--- config.mk ---
export PLATFORM = sky130hd
export DESIGN_NAME = inverter_supervisor
export DESIGN_NICKNAME = d
export VERILOG_FILES = /design/src/rtl/sup_pkg.sv /design/src/rtl/sup_hold_timer.sv /design/src/rtl/sup_key_sense.sv /design/src/rtl/sup_grid_guard.sv /design/src/rtl/sup_led.sv /design/src/rtl/inverter_supervisor.sv
export SDC_FILE = /design/constraint.sdc
export NUM_CORES = 1
export LEC_CHECK = 0
export BUFFER_PORTS_ARGS = -buffer_cell sky130_fd_sc_hd__buf_4
export CAP_MARGIN = 0
export CELL_PAD_IN_SITES_DETAIL_PLACEMENT = 0
export CELL_PAD_IN_SITES_GLOBAL_PLACEMENT = 1
export CORE_UTILIZATION = 40
export CTS_CLUSTER_DIAMETER = 40
export DETAILED_ROUTE_END_ITERATION = 6
export PLACE_DENSITY_LB_ADDON = 0.1
export SYNTH_ARGS = -nofsm -noshare
export SYNTH_HDL_FRONTEND = slang
export SYNTH_SLANG_ARGS = --single-unit
--- constraint.sdc ---
create_clock -name clk -period 3.35 [get_ports clk]
set_input_delay 0.1675 -clock clk [delete_from_list [all_inputs] [get_ports clk]]
set_output_delay 0.1675 -clock clk [all_outputs]
set_load 0.02 [all_outputs]
--- src/rtl/sup_pkg.sv ---
package sup_pkg;

    typedef enum logic [2:0] {
        ST_PWRON,
        ST_STBY,
        ST_ARM,
        ST_RUN,
        ST_FAULT
    } sup_state_e;

    typedef enum logic [1:0] {
        MODE_PWRON = 2'd0,
        MODE_STBY  = 2'd1,
        MODE_ON    = 2'd2,
        MODE_FAULT = 2'd3
    } sup_mode_e;

    typedef struct packed {
        logic oc;
        logic ov;
        logic ot;
        logic ilim;
    } hard_fault_t;

    function automatic sup_mode_e mode_of(sup_state_e s);
        case (s)
            ST_PWRON: return MODE_PWRON;
            ST_STBY:  return MODE_STBY;
            ST_ARM:   return MODE_ON;
            ST_RUN:   return MODE_ON;
            default:  return MODE_FAULT;
        endcase
    endfunction

    function automatic logic fault_active(hard_fault_t f);
        return f.oc | f.ov | f.ot | f.ilim;
    endfunction

endpackage

--- src/rtl/sup_hold_timer.sv ---
module sup_hold_timer #(
    parameter int LIMIT = 100
) (
    input  logic clk,
    input  logic rst,
    input  logic tick,
    input  logic run,
    output logic done
);
    localparam int W = $clog2(LIMIT + 1);

    logic [W-1:0] cnt;

    always_ff @(posedge clk) begin
        if (rst || !run) begin
            cnt <= '0;
        end else if (tick && cnt != W'(LIMIT - 1)) begin
            cnt <= cnt + 1'b1;
        end
    end

    assign done = run && tick && (cnt == W'(LIMIT - 1));

endmodule

--- src/rtl/sup_key_sense.sv ---
module sup_key_sense #(
    parameter int DEB_MS  = 20,
    parameter int LONG_MS = 1000
) (
    input  logic clk,
    input  logic rst,
    input  logic tick,
    input  logic key_in,
    output logic long_press
);
    localparam int DW = $clog2(DEB_MS + 1);
    localparam int LW = $clog2(LONG_MS + 1);

    logic [1:0]    sync_q;
    logic          key_db;
    logic [DW-1:0] deb_cnt;
    logic [LW-1:0] hold_cnt;
    logic          fired;

    always_ff @(posedge clk) begin
        if (rst) begin
            sync_q <= '0;
        end else begin
            sync_q <= {sync_q[0], key_in};
        end
    end

    always_ff @(posedge clk) begin
        if (rst) begin
            key_db  <= 1'b0;
            deb_cnt <= '0;
        end else if (sync_q[1] == key_db) begin
            deb_cnt <= '0;
        end else if (tick) begin
            if (deb_cnt == DW'(DEB_MS - 1)) begin
                key_db  <= sync_q[1];
                deb_cnt <= '0;
            end else begin
                deb_cnt <= deb_cnt + 1'b1;
            end
        end
    end

    always_ff @(posedge clk) begin
        if (rst) begin
            hold_cnt   <= '0;
            fired      <= 1'b0;
            long_press <= 1'b0;
        end else begin
            long_press <= 1'b0;
            if (!key_db) begin
                hold_cnt <= '0;
                fired    <= 1'b0;
            end else if (tick && !fired) begin
                if (hold_cnt == LW'(LONG_MS - 1)) begin
                    fired      <= 1'b1;
                    long_press <= 1'b1;
                end else begin
                    hold_cnt <= hold_cnt + 1'b1;
                end
            end
        end
    end

endmodule

--- src/rtl/sup_grid_guard.sv ---
module sup_grid_guard #(
    parameter int ZC_LIMIT = 5,
    parameter int MS_LIMIT = 100
) (
    input  logic clk,
    input  logic rst,
    input  logic tick,
    input  logic zc,
    input  logic watch,
    input  logic grid_ok,
    output logic trip
);
    localparam int ZW = $clog2(ZC_LIMIT + 1);

    logic          bad;
    logic [ZW-1:0] zc_cnt;
    logic          ms_done;

    assign bad = watch && !grid_ok;

    always_ff @(posedge clk) begin
        if (rst || !bad) begin
            zc_cnt <= '0;
        end else if (zc && zc_cnt != ZW'(ZC_LIMIT - 1)) begin
            zc_cnt <= zc_cnt + 1'b1;
        end
    end

    sup_hold_timer #(.LIMIT(MS_LIMIT)) u_ms (
        .clk  (clk),
        .rst  (rst),
        .tick (tick),
        .run  (bad),
        .done (ms_done)
    );

    assign trip = ms_done || (bad && zc && zc_cnt == ZW'(ZC_LIMIT - 1));

endmodule

--- src/rtl/sup_led.sv ---
module sup_led
    import sup_pkg::*;
#(
    parameter int ON_MS    = 100,
    parameter int STBY_PER = 1200,
    parameter int RUN_PER  = 2400
) (
    input  logic      clk,
    input  logic      rst,
    input  logic      tick,
    input  sup_mode_e mode,
    input  logic      restart,
    output logic      led
);
    localparam int MAXP = (STBY_PER > RUN_PER) ? STBY_PER : RUN_PER;
    localparam int CW   = $clog2(MAXP + 1);

    logic [CW-1:0] cnt;
    logic [CW-1:0] last;

    assign last = (mode == MODE_STBY) ? CW'(STBY_PER - 1) : CW'(RUN_PER - 1);

    always_ff @(posedge clk) begin
        if (rst || restart) begin
            cnt <= '0;
        end else if (tick) begin
            cnt <= (cnt >= last) ? '0 : cnt + 1'b1;
        end
    end

    always_comb begin
        case (mode)
            MODE_FAULT: led = 1'b1;
            MODE_STBY,
            MODE_ON:    led = (cnt < CW'(ON_MS));
            default:    led = 1'b0;
        endcase
    end

endmodule

--- src/rtl/inverter_supervisor.sv ---
module inverter_supervisor
    import sup_pkg::*;
#(
    parameter int INIT_MS       = 50,
    parameter int DEB_MS        = 20,
    parameter int LONG_MS       = 1000,
    parameter int LED_ON_MS     = 100,
    parameter int STBY_BLINK_MS = 1200,
    parameter int ON_BLINK_MS   = 2400,
    parameter int GRID_ZC_LIMIT = 5,
    parameter int GRID_MS_LIMIT = 100,
    parameter int ISL_MS        = 3500,
    parameter int RESTART_MS    = 800
) (
    input  logic       clk,
    input  logic       rst,
    input  logic       tick_1ms,
    input  logic       key_in,
    input  logic       zc_strobe,
    input  logic       cond_ok,
    input  logic       grid_ok,
    input  logic       island,
    input  logic       flt_oc,
    input  logic       flt_ov,
    input  logic       flt_ot,
    input  logic       flt_ilim,
    output logic [1:0] mode,
    output logic       pwm_en,
    output logic       scr_en,
    output logic       led
);
    sup_state_e  state, state_n;
    logic        resume, resume_n;
    hard_fault_t flt;
    logic        any_fault;
    logic        all_ok;
    logic        long_press;
    logic        init_done;
    logic        grid_trip;
    logic        isl_trip;
    logic        restart_due;
    logic        on_side;
    logic        mode_chg;

    assign flt       = '{oc: flt_oc, ov: flt_ov, ot: flt_ot, ilim: flt_ilim};
    assign any_fault = fault_active(flt);
    assign all_ok    = cond_ok && grid_ok && !island;
    assign on_side   = (state == ST_ARM) || (state == ST_RUN);

    sup_key_sense #(.DEB_MS(DEB_MS), .LONG_MS(LONG_MS)) u_key (
        .clk        (clk),
        .rst        (rst),
        .tick       (tick_1ms),
        .key_in     (key_in),
        .long_press (long_press)
    );

    sup_hold_timer #(.LIMIT(INIT_MS)) u_init (
        .clk  (clk),
        .rst  (rst),
        .tick (tick_1ms),
        .run  (state == ST_PWRON),
        .done (init_done)
    );

    sup_grid_guard #(.ZC_LIMIT(GRID_ZC_LIMIT), .MS_LIMIT(GRID_MS_LIMIT)) u_grid (
        .clk     (clk),
        .rst     (rst),
        .tick    (tick_1ms),
        .zc      (zc_strobe),
        .watch   (on_side),
        .grid_ok (grid_ok),
        .trip    (grid_trip)
    );

    sup_hold_timer #(.LIMIT(ISL_MS)) u_island (
        .clk  (clk),
        .rst  (rst),
        .tick (tick_1ms),
        .run  (on_side && island),
        .done (isl_trip)
    );

    sup_hold_timer #(.LIMIT(RESTART_MS)) u_restart (
        .clk  (clk),
        .rst  (rst),
        .tick (tick_1ms),
        .run  ((state == ST_STBY) && resume && all_ok && !any_fault),
        .done (restart_due)
    );

    always_comb begin
        state_n  = state;
        resume_n = resume;
        unique case (state)
            ST_PWRON: begin
                if (init_done) state_n = ST_STBY;
            end
            ST_STBY: begin
                if (any_fault) begin
                    state_n  = ST_FAULT;
                    resume_n = 1'b0;
                end else if (long_press && all_ok) begin
                    state_n  = ST_ARM;
                    resume_n = 1'b0;
                end else if (restart_due) begin
                    state_n  = ST_ARM;
                    resume_n = 1'b0;
                end
            end
            ST_ARM, ST_RUN: begin
                if (any_fault) begin
                    state_n  = ST_FAULT;
                    resume_n = 1'b0;
                end else if (long_press) begin
                    state_n  = ST_STBY;
                    resume_n = 1'b0;
                end else if (!cond_ok || grid_trip || isl_trip) begin
                    state_n  = ST_STBY;
                    resume_n = 1'b1;
                end else if (state == ST_ARM && zc_strobe) begin
                    state_n = ST_RUN;
                end
            end
            default: begin
                if (long_press && !any_fault) state_n = ST_STBY;
            end
        endcase
    end

    always_ff @(posedge clk) begin
        if (rst) begin
            state  <= ST_PWRON;
            resume <= 1'b0;
        end else begin
            state  <= state_n;
            resume <= resume_n;
        end
    end

    assign mode_chg = (mode_of(state_n) != mode_of(state));

    sup_led #(.ON_MS(LED_ON_MS), .STBY_PER(STBY_BLINK_MS), .RUN_PER(ON_BLINK_MS)) u_led (
        .clk     (clk),
        .rst     (rst),
        .tick    (tick_1ms),
        .mode    (mode_of(state)),
        .restart (mode_chg),
        .led     (led)
    );

    assign mode   = mode_of(state);
    assign pwm_en = (state == ST_RUN);
    assign scr_en = (state == ST_RUN);

endmodule

# --- Word-level counts from Yosys, hierarchy flattened ---
# Index checks and enable logic that the tools add are counted.
# W data, S select, Z words.
word_totals:
  input_bits: 12
  elab_cells: 137
  reg_bits: 74
classes:
  n_eq_ne: 25
  magnitude_cmp: 2
  reduce_logical: 57
  bitwise: 7
  addsub: 8
  muxes: 24
ops:
  columns: ["cell", "count"]
  rows:
  - ["$mux W3", 9]
  - ["$logic_and A1 B1 Y1", 26]
  - ["$add A12 B1 Y12 const B", 2]
  - ["$mux W12", 2]
  - ["$add A10 B1 Y10 const B", 2]
  - ["$eq A10 B10 Y1 const B", 2]
  - ["$eq A12 B12 Y1 const B", 1]
  - ["$eq A3 B2 Y1 const B", 4]
  - ["$ge A12 B12 Y1", 1]
  - ["$lt A12 B7 Y1 const B", 1]
  - ["$ne A12 B12 Y1 const B", 1]
  - ["$pmux W2 S3", 2]
  - ["$ne A10 B10 Y1 const B", 1]
  - ["$reduce_or A2 Y1", 5]
  - ["$logic_not A1 Y1", 9]
  - ["$logic_or A1 B1 Y1", 9]
  - ["$pmux W3 S3", 1]
  - ["$add A7 B1 Y7 const B", 1]
  - ["$eq A7 B7 Y1 const B", 1]
  - ["$mux W1", 7]
  - ["$ne A7 B7 Y1 const B", 1]
  - ["$add A6 B1 Y6 const B", 1]
  - ["$eq A3 B1 Y1 const B", 2]
  - ["$eq A6 B6 Y1 const B", 1]
  - ["21 further kinds", 31]

# --- Longest topological paths before layout ---
logic_depth:
  word_depth: 17
  mapped_depth: 13
  ltp_nobuf: 13

# --- Cells and area by module ---
# From an unflattened synthesis, not the netlist that was laid out.
unflattened:
  cells_unflattened: 475
  area_unflattened_um2: 4217.8
modules_own_cells:
  columns: ["mod", "cells_each", "instances", "area_each_um2", "seq_area_each_um2"]
  rows:
  - ["sup_key_sense", 105, 1, 982.2, 400.4]
  - ["sup_led", 98, 1, 828.3, 240.2]
  - ["sup_hold_timer (u_island)", 75, 1, 636.9, 240.2]
  - ["sup_hold_timer (u_restart)", 58, 1, 503.0, 200.2]
  - ["inverter_supervisor", 47, 1, 395.4, 80.1]
  - ["sup_hold_timer (u_grid.u_ms)", 38, 1, 342.8, 140.1]
  - ["sup_hold_timer (u_init)", 35, 1, 315.3, 120.1]
  - ["sup_grid_guard", 19, 1, 214.0, 60.1]

# --- Worst setup path before layout ---
# No wires, ideal clock.
synth_path:
  kind: "register to register"
  start: "register state[2]"
  end: "register u_led.cnt[11]"
  n_path_buf: 1
  arrival_ns: 2.282
  setup_slack_ns: 0.956
  required_time_ns: 3.238
  setup_time_ns: 0.112
  path_stages_with_launch: 14
  path_cell_list: "dfxtp_1 buf_6 or3_4 clkinv_2 ha_1 inv_1 ha_1 nand2_1 o21ai_0 a21oi_1 o21ai_0 nand2_1 nand2_1 nor2_1"
synth_via:
  elab_chain_cells: 17
  elab_cells_between_ends: 48
  classes_between: "1 x order compare; 8 x eq/ne; 14 x mux; 25 x reduce/logical"
synth_rtl:
  columns: ["item", "line_no", "rtl"]
  rows:
  - ["start, declared", "inverter_supervisor.sv:32", "sup_state_e state, state_n;"]
  - ["start signal, assigned", "inverter_supervisor.sv:136", "state <= state_n;"]
  - ["$eq A3 B2 Y1 (on tied branches)", null, null]
  - ["$logic_or A1 B1 Y1", "inverter_supervisor.sv:48", "assign on_side = (state == ST_ARM) || (state == ST_RUN);"]
  - ["$logic_and A1 B1 Y1", "sup_grid_guard.sv:19", "assign bad = watch && !grid_ok;"]
  - ["$logic_and A1 B1 Y1 (on tied branches) (2 in series)", "sup_hold_timer.sv:22, sup_grid_guard.sv:37", null]
  - ["$logic_or A1 B1 Y1", "sup_grid_guard.sv:37", "assign trip = ms_done || (bad && zc && zc_cnt == ZW'(ZC_LIMIT - 1));"]
  - ["$logic_or A1 B1 Y1 (2 in series)", "inverter_supervisor.sv:118", "end else if (!cond_ok || grid_trip || isl_trip) begin"]
  - ["$mux W3", "inverter_supervisor.sv:118", null]
  - ["$mux W3", "inverter_supervisor.sv:115", "end else if (long_press) begin"]
  - ["$mux W3", "inverter_supervisor.sv:112", "if (any_fault) begin"]
  - ["$pmux W3 S3", "inverter_supervisor.sv:95", "unique case (state)"]
  - ["$eq A3 B2 Y1", "sup_pkg.sv:26", "case (s)"]
  - ["$reduce_or A2 Y1 (no source line)", null, null]
  - ["$pmux W2 S3", "sup_pkg.sv:26", null]
  - ["$ne A2 B2 Y1", "inverter_supervisor.sv:141", "assign mode_chg = (mode_of(state_n) != mode_of(state));"]
  - ["$logic_or A1 B1 Y1", "sup_led.sv:24", "if (rst || restart) begin"]
  - ["end signal, assigned", "sup_led.sv:27", "cnt <= (cnt >= last) ? '0 : cnt + 1'b1;"]
  - ["end, declared", "sup_led.sv:18", "logic [CW-1:0] cnt;"]
# Parallel ways exist; a longest one is shown, timed or not.
# A chain may end at the register's enable or synchronous reset.

# --- Final worst setup path ---
# Ends and elaborated chain as after synthesis.

==> summary.txt <==
I/O pin count = 17
Number of synthesized flops with an enable pin = 0
Starting DRC count in detailed routing = 124
Final setup violating endpoints = 0
Antenna violations before repair = 0
Synth warnings = 0
Final worst clock skew = 0.00706 ns
Number of rows in the core area = 35
Critical Path Max Stage Delay = 0.52 ns
Cells resized by post-CTS repair = 0
Vias after detailed routing = 3020
CTS clk-pin slew, worst paths = 0.08 ns
Synth Net Count = 483
Mean area per synthesized cell = 8.37 sq um
Count of endpoints failing hold in the final timing report = 0
Cell chosen for the clock root = sky130_fd_sc_hd__clkbuf_8
Vias in the first global route = 2868
Post-synthesis async set-or-reset flop share = 0
Drt via density = 5.18
Startpoint of the lowest-slack hold path = key_in
Wire length of the first global-routing pass = 13200 um
Result of the run = completed
Top cell type's share of synthesized area = 0.392
Buffer count from post-CTS setup fixing = 0
Headroom to the max-slew limit = 0.669
Maximum number of pins on one net before global-route repair = 27
Number of search-and-repair iterations in the first detailed-routing pass = 7
Area of the die = 9850 sq um
Critical Path AT = 3.03 ns
Hold_ws = 0.0224 ns
Leading cell type by number of instances after synthesis = sky130_fd_sc_hd__nor2_1
Starting density of the core = 0.411
Total standard cell area after synthesis = 3780 sq um
Setup TNS after final layout = 0 ns
Cells along the critical path = and2b_1 -> inv_1 -> ha_1 -> inv_1 -> ha_1 -> nand2_1 -> o21ai_0 -> a21oi_1 -> o21ai_0 -> nand2_1 -> nand2_1 -> nor2_1
Total instance count after detailed placement = 567
Insertion delay to the later sink of the worst-skew pair = 0.35 ns
HPWL after detailed placement = 5440 um
Largest area contributor in the synthesized netlist = sky130_fd_sc_hd__dfxtp_1
Number of nets in the finished design = 498
Primary flip-flop cell chosen by synthesis mapping = sky130_fd_sc_hd__dfxtp_1
Width of the chip = 99.3 um
Peak ir drop on the vdd network = 262 uV
Setup slack on the worst flop-to-flop path = 0.55 ns
Clock period minus final worst setup slack = 2.80 ns
RSZ-0062 raised after global routing = no
Cell class contributing the biggest share of worst-path delay = simple AND/OR/NAND/NOR gates
Transition time at the pin with the least slew margin = 0.492 ns
First element of the critical path = state[2]
Total Wirelength = 7490 um
Required @ worst endpoint = 3.58 ns
Final estimated routing congestion in global placement = 0.800
WS Path Type = flip-flop to flip-flop
Routed len/inst = 12.8 um
GRT Overall Usage = 0.168
Sinks on the clock net = 74
Top cell by count, worst path = sky130_fd_sc_hd__nand2_1
CP max FO = 11
Hold bufs inserted after CTS = 0
Distinct cell type count after synthesis = 53
Longest Clk Path Bufs = 2
Yosys reg bits = 74
Post-layout instance count excluding filler cells = 583
Worst setup EP type = flip-flop
Layout overhead on the synthesized area = 10.4%
Fill cell instance count of the final layout = 954
Inserted Clock Buffers = 9
Final max-slew violation count = 0
Path class of the lowest-slack min-delay path = input port to flip-flop
Antenna violation net count after detailed routing = 0
Share of final-layout standard cells stronger than drive strength 1 = 0.0847
Sequential fraction of the synthesis area = 0.392
Cell count after synthesis = 452
Type of origin of the critical path = flip-flop
Diodes inserted = 0
Power density relative to cell area = 397 nW/um^2
CTS tree = yes
Number of buffer cells added on primary ports = 16
Max Clock Freq = 358 MHz
Level count of the clock H-tree = 3
Crit share post-route = 0.835
Maximum Capacitance Violations = 0
Leak pwr = 1.50 nW
DRC violations left = 0
Floorplan Core Area = 9200 sq um
Vertical die dimension = 99.3 um
Critical-path cell with the highest stage delay = sky130_fd_sc_hd__dfxtp_1
Critical register-to-register path startpoint = state[2]
CP bufs+invs = 2
Cell types occupying the most area after synthesis = sky130_fd_sc_hd__dfxtp_1 (39%), sky130_fd_sc_hd__xor2_1 (8.3%), sky130_fd_sc_hd__nor2_1 (7.7%), sky130_fd_sc_hd__ha_1 (6.3%), sky130_fd_sc_hd__nand2_1 (5.1%)
Sum of overflow across all layers after global routing = 0
List of most frequent post-synthesis cells = sky130_fd_sc_hd__nor2_1 (78), sky130_fd_sc_hd__dfxtp_1 (74), sky130_fd_sc_hd__nand2_1 (51), sky130_fd_sc_hd__xor2_1 (36), sky130_fd_sc_hd__nand4_1 (21)
-- cell usage in the layout, fill, tap and decap left out, drive strengths merged, types with 5 or more instances in the layout --
cell type / count
nand3: 12
nand4: 21
buf: 16
ha: 19
xnor2: 13
o21ai: 17
dfxtp: 74
inv: 16
nand2b: 8
xor2: 36
a21oi: 20
nor2: 78
nand2: 51
clkbuf: 9
nor3: 8
nor4: 5
or3: 10
-- where the power goes --
part / internal [mW] / switching [mW] / total (mW)
Combinational: 0.0253 / 0.0330 / 0.0583
Sequential: 0.885 / 0.00642 / 0.891
Clock: 0.350 / 0.360 / 0.711
Total: 1.26 / 0.400 / 1.66
-- worst paths after layout --
kind	endpoint	depth (start not counted)
worst max-delay path	u_led.cnt[11]	12
worst min-delay path	u_key.sync_q[0]	2
worst max register to register	u_led.cnt[11]	12
worst min register to register	u_key.sync_q[1]	1
-- metal layers --
layer / global-route usage / part of all wire
met2: 0.271 / 0.45
met1: 0.216 / 0.50
met4: 0.0645 / 0.011
met5: 0 / 0
met3: 0.0450 / 0.037
-- final cells by class --
| type | count | area (sq um) | share of cell area |
|---|---|---|---|
| multi-input combinational | 352 | 2180 | 0.523 |
| sequential | 74 | 1480 | 0.355 |
| tap | 111 | 139 | 0.0332 |
| clock buffer | 9 | 124 | 0.0296 |
| timing repair buffer | 16 | 120 | 0.0288 |
| clock inverter | 7 | 76.3 | 0.0183 |
| inverter | 14 | 53.8 | 0.0129 |
-- registers in the layout, indices dropped and copies added, names as in the netlist --
signal            cells
u_island.cnt         12
u_led.cnt            12
u_key.hold_cnt       10
u_restart.cnt        10
u_grid.u_ms.cnt       7
u_init.cnt            6
u_key.deb_cnt         5
state                 3
u_grid.zc_cnt         3
u_key.sync_q          2
resume                1
u_key.fired           1
u_key.key_db          1
u_key.long_press      1
-- per-stage QoR --
stage | worst slack, ns | instance area (sq um) | utilization | total power [mW]
4_1_cts | 0.518 | 4180 | 0.454 | 1.69
2_1_floorplan | 0.956 | 3780 | - | 0.948
6_report | 0.554 | 4180 | 0.454 | 1.66
3_3_place_gp | 0.641 | 3980 | 0.433 | 0.972
3_5_place_dp | 0.546 | 3980 | 0.433 | 0.971
5_1_grt | 0.294 | 4180 | 0.454 | 1.73
-- cells by family (layout without fill, tap and decap cells) --
logic type / Yosys count / in the layout / share of synthesized area
compound gates: 58 / 58 / 0.0976
xor+xnor: 49 / 49 / 0.113
fa+ha+maj: 19 / 19 / 0.0628
buf+inv: 26 / 46 / 0.0314
flops: 74 / 74 / 0.392
mux: 3 / 3 / 0.00794
simple gates: 223 / 223 / 0.295
(Power assumes the default switching activity.)
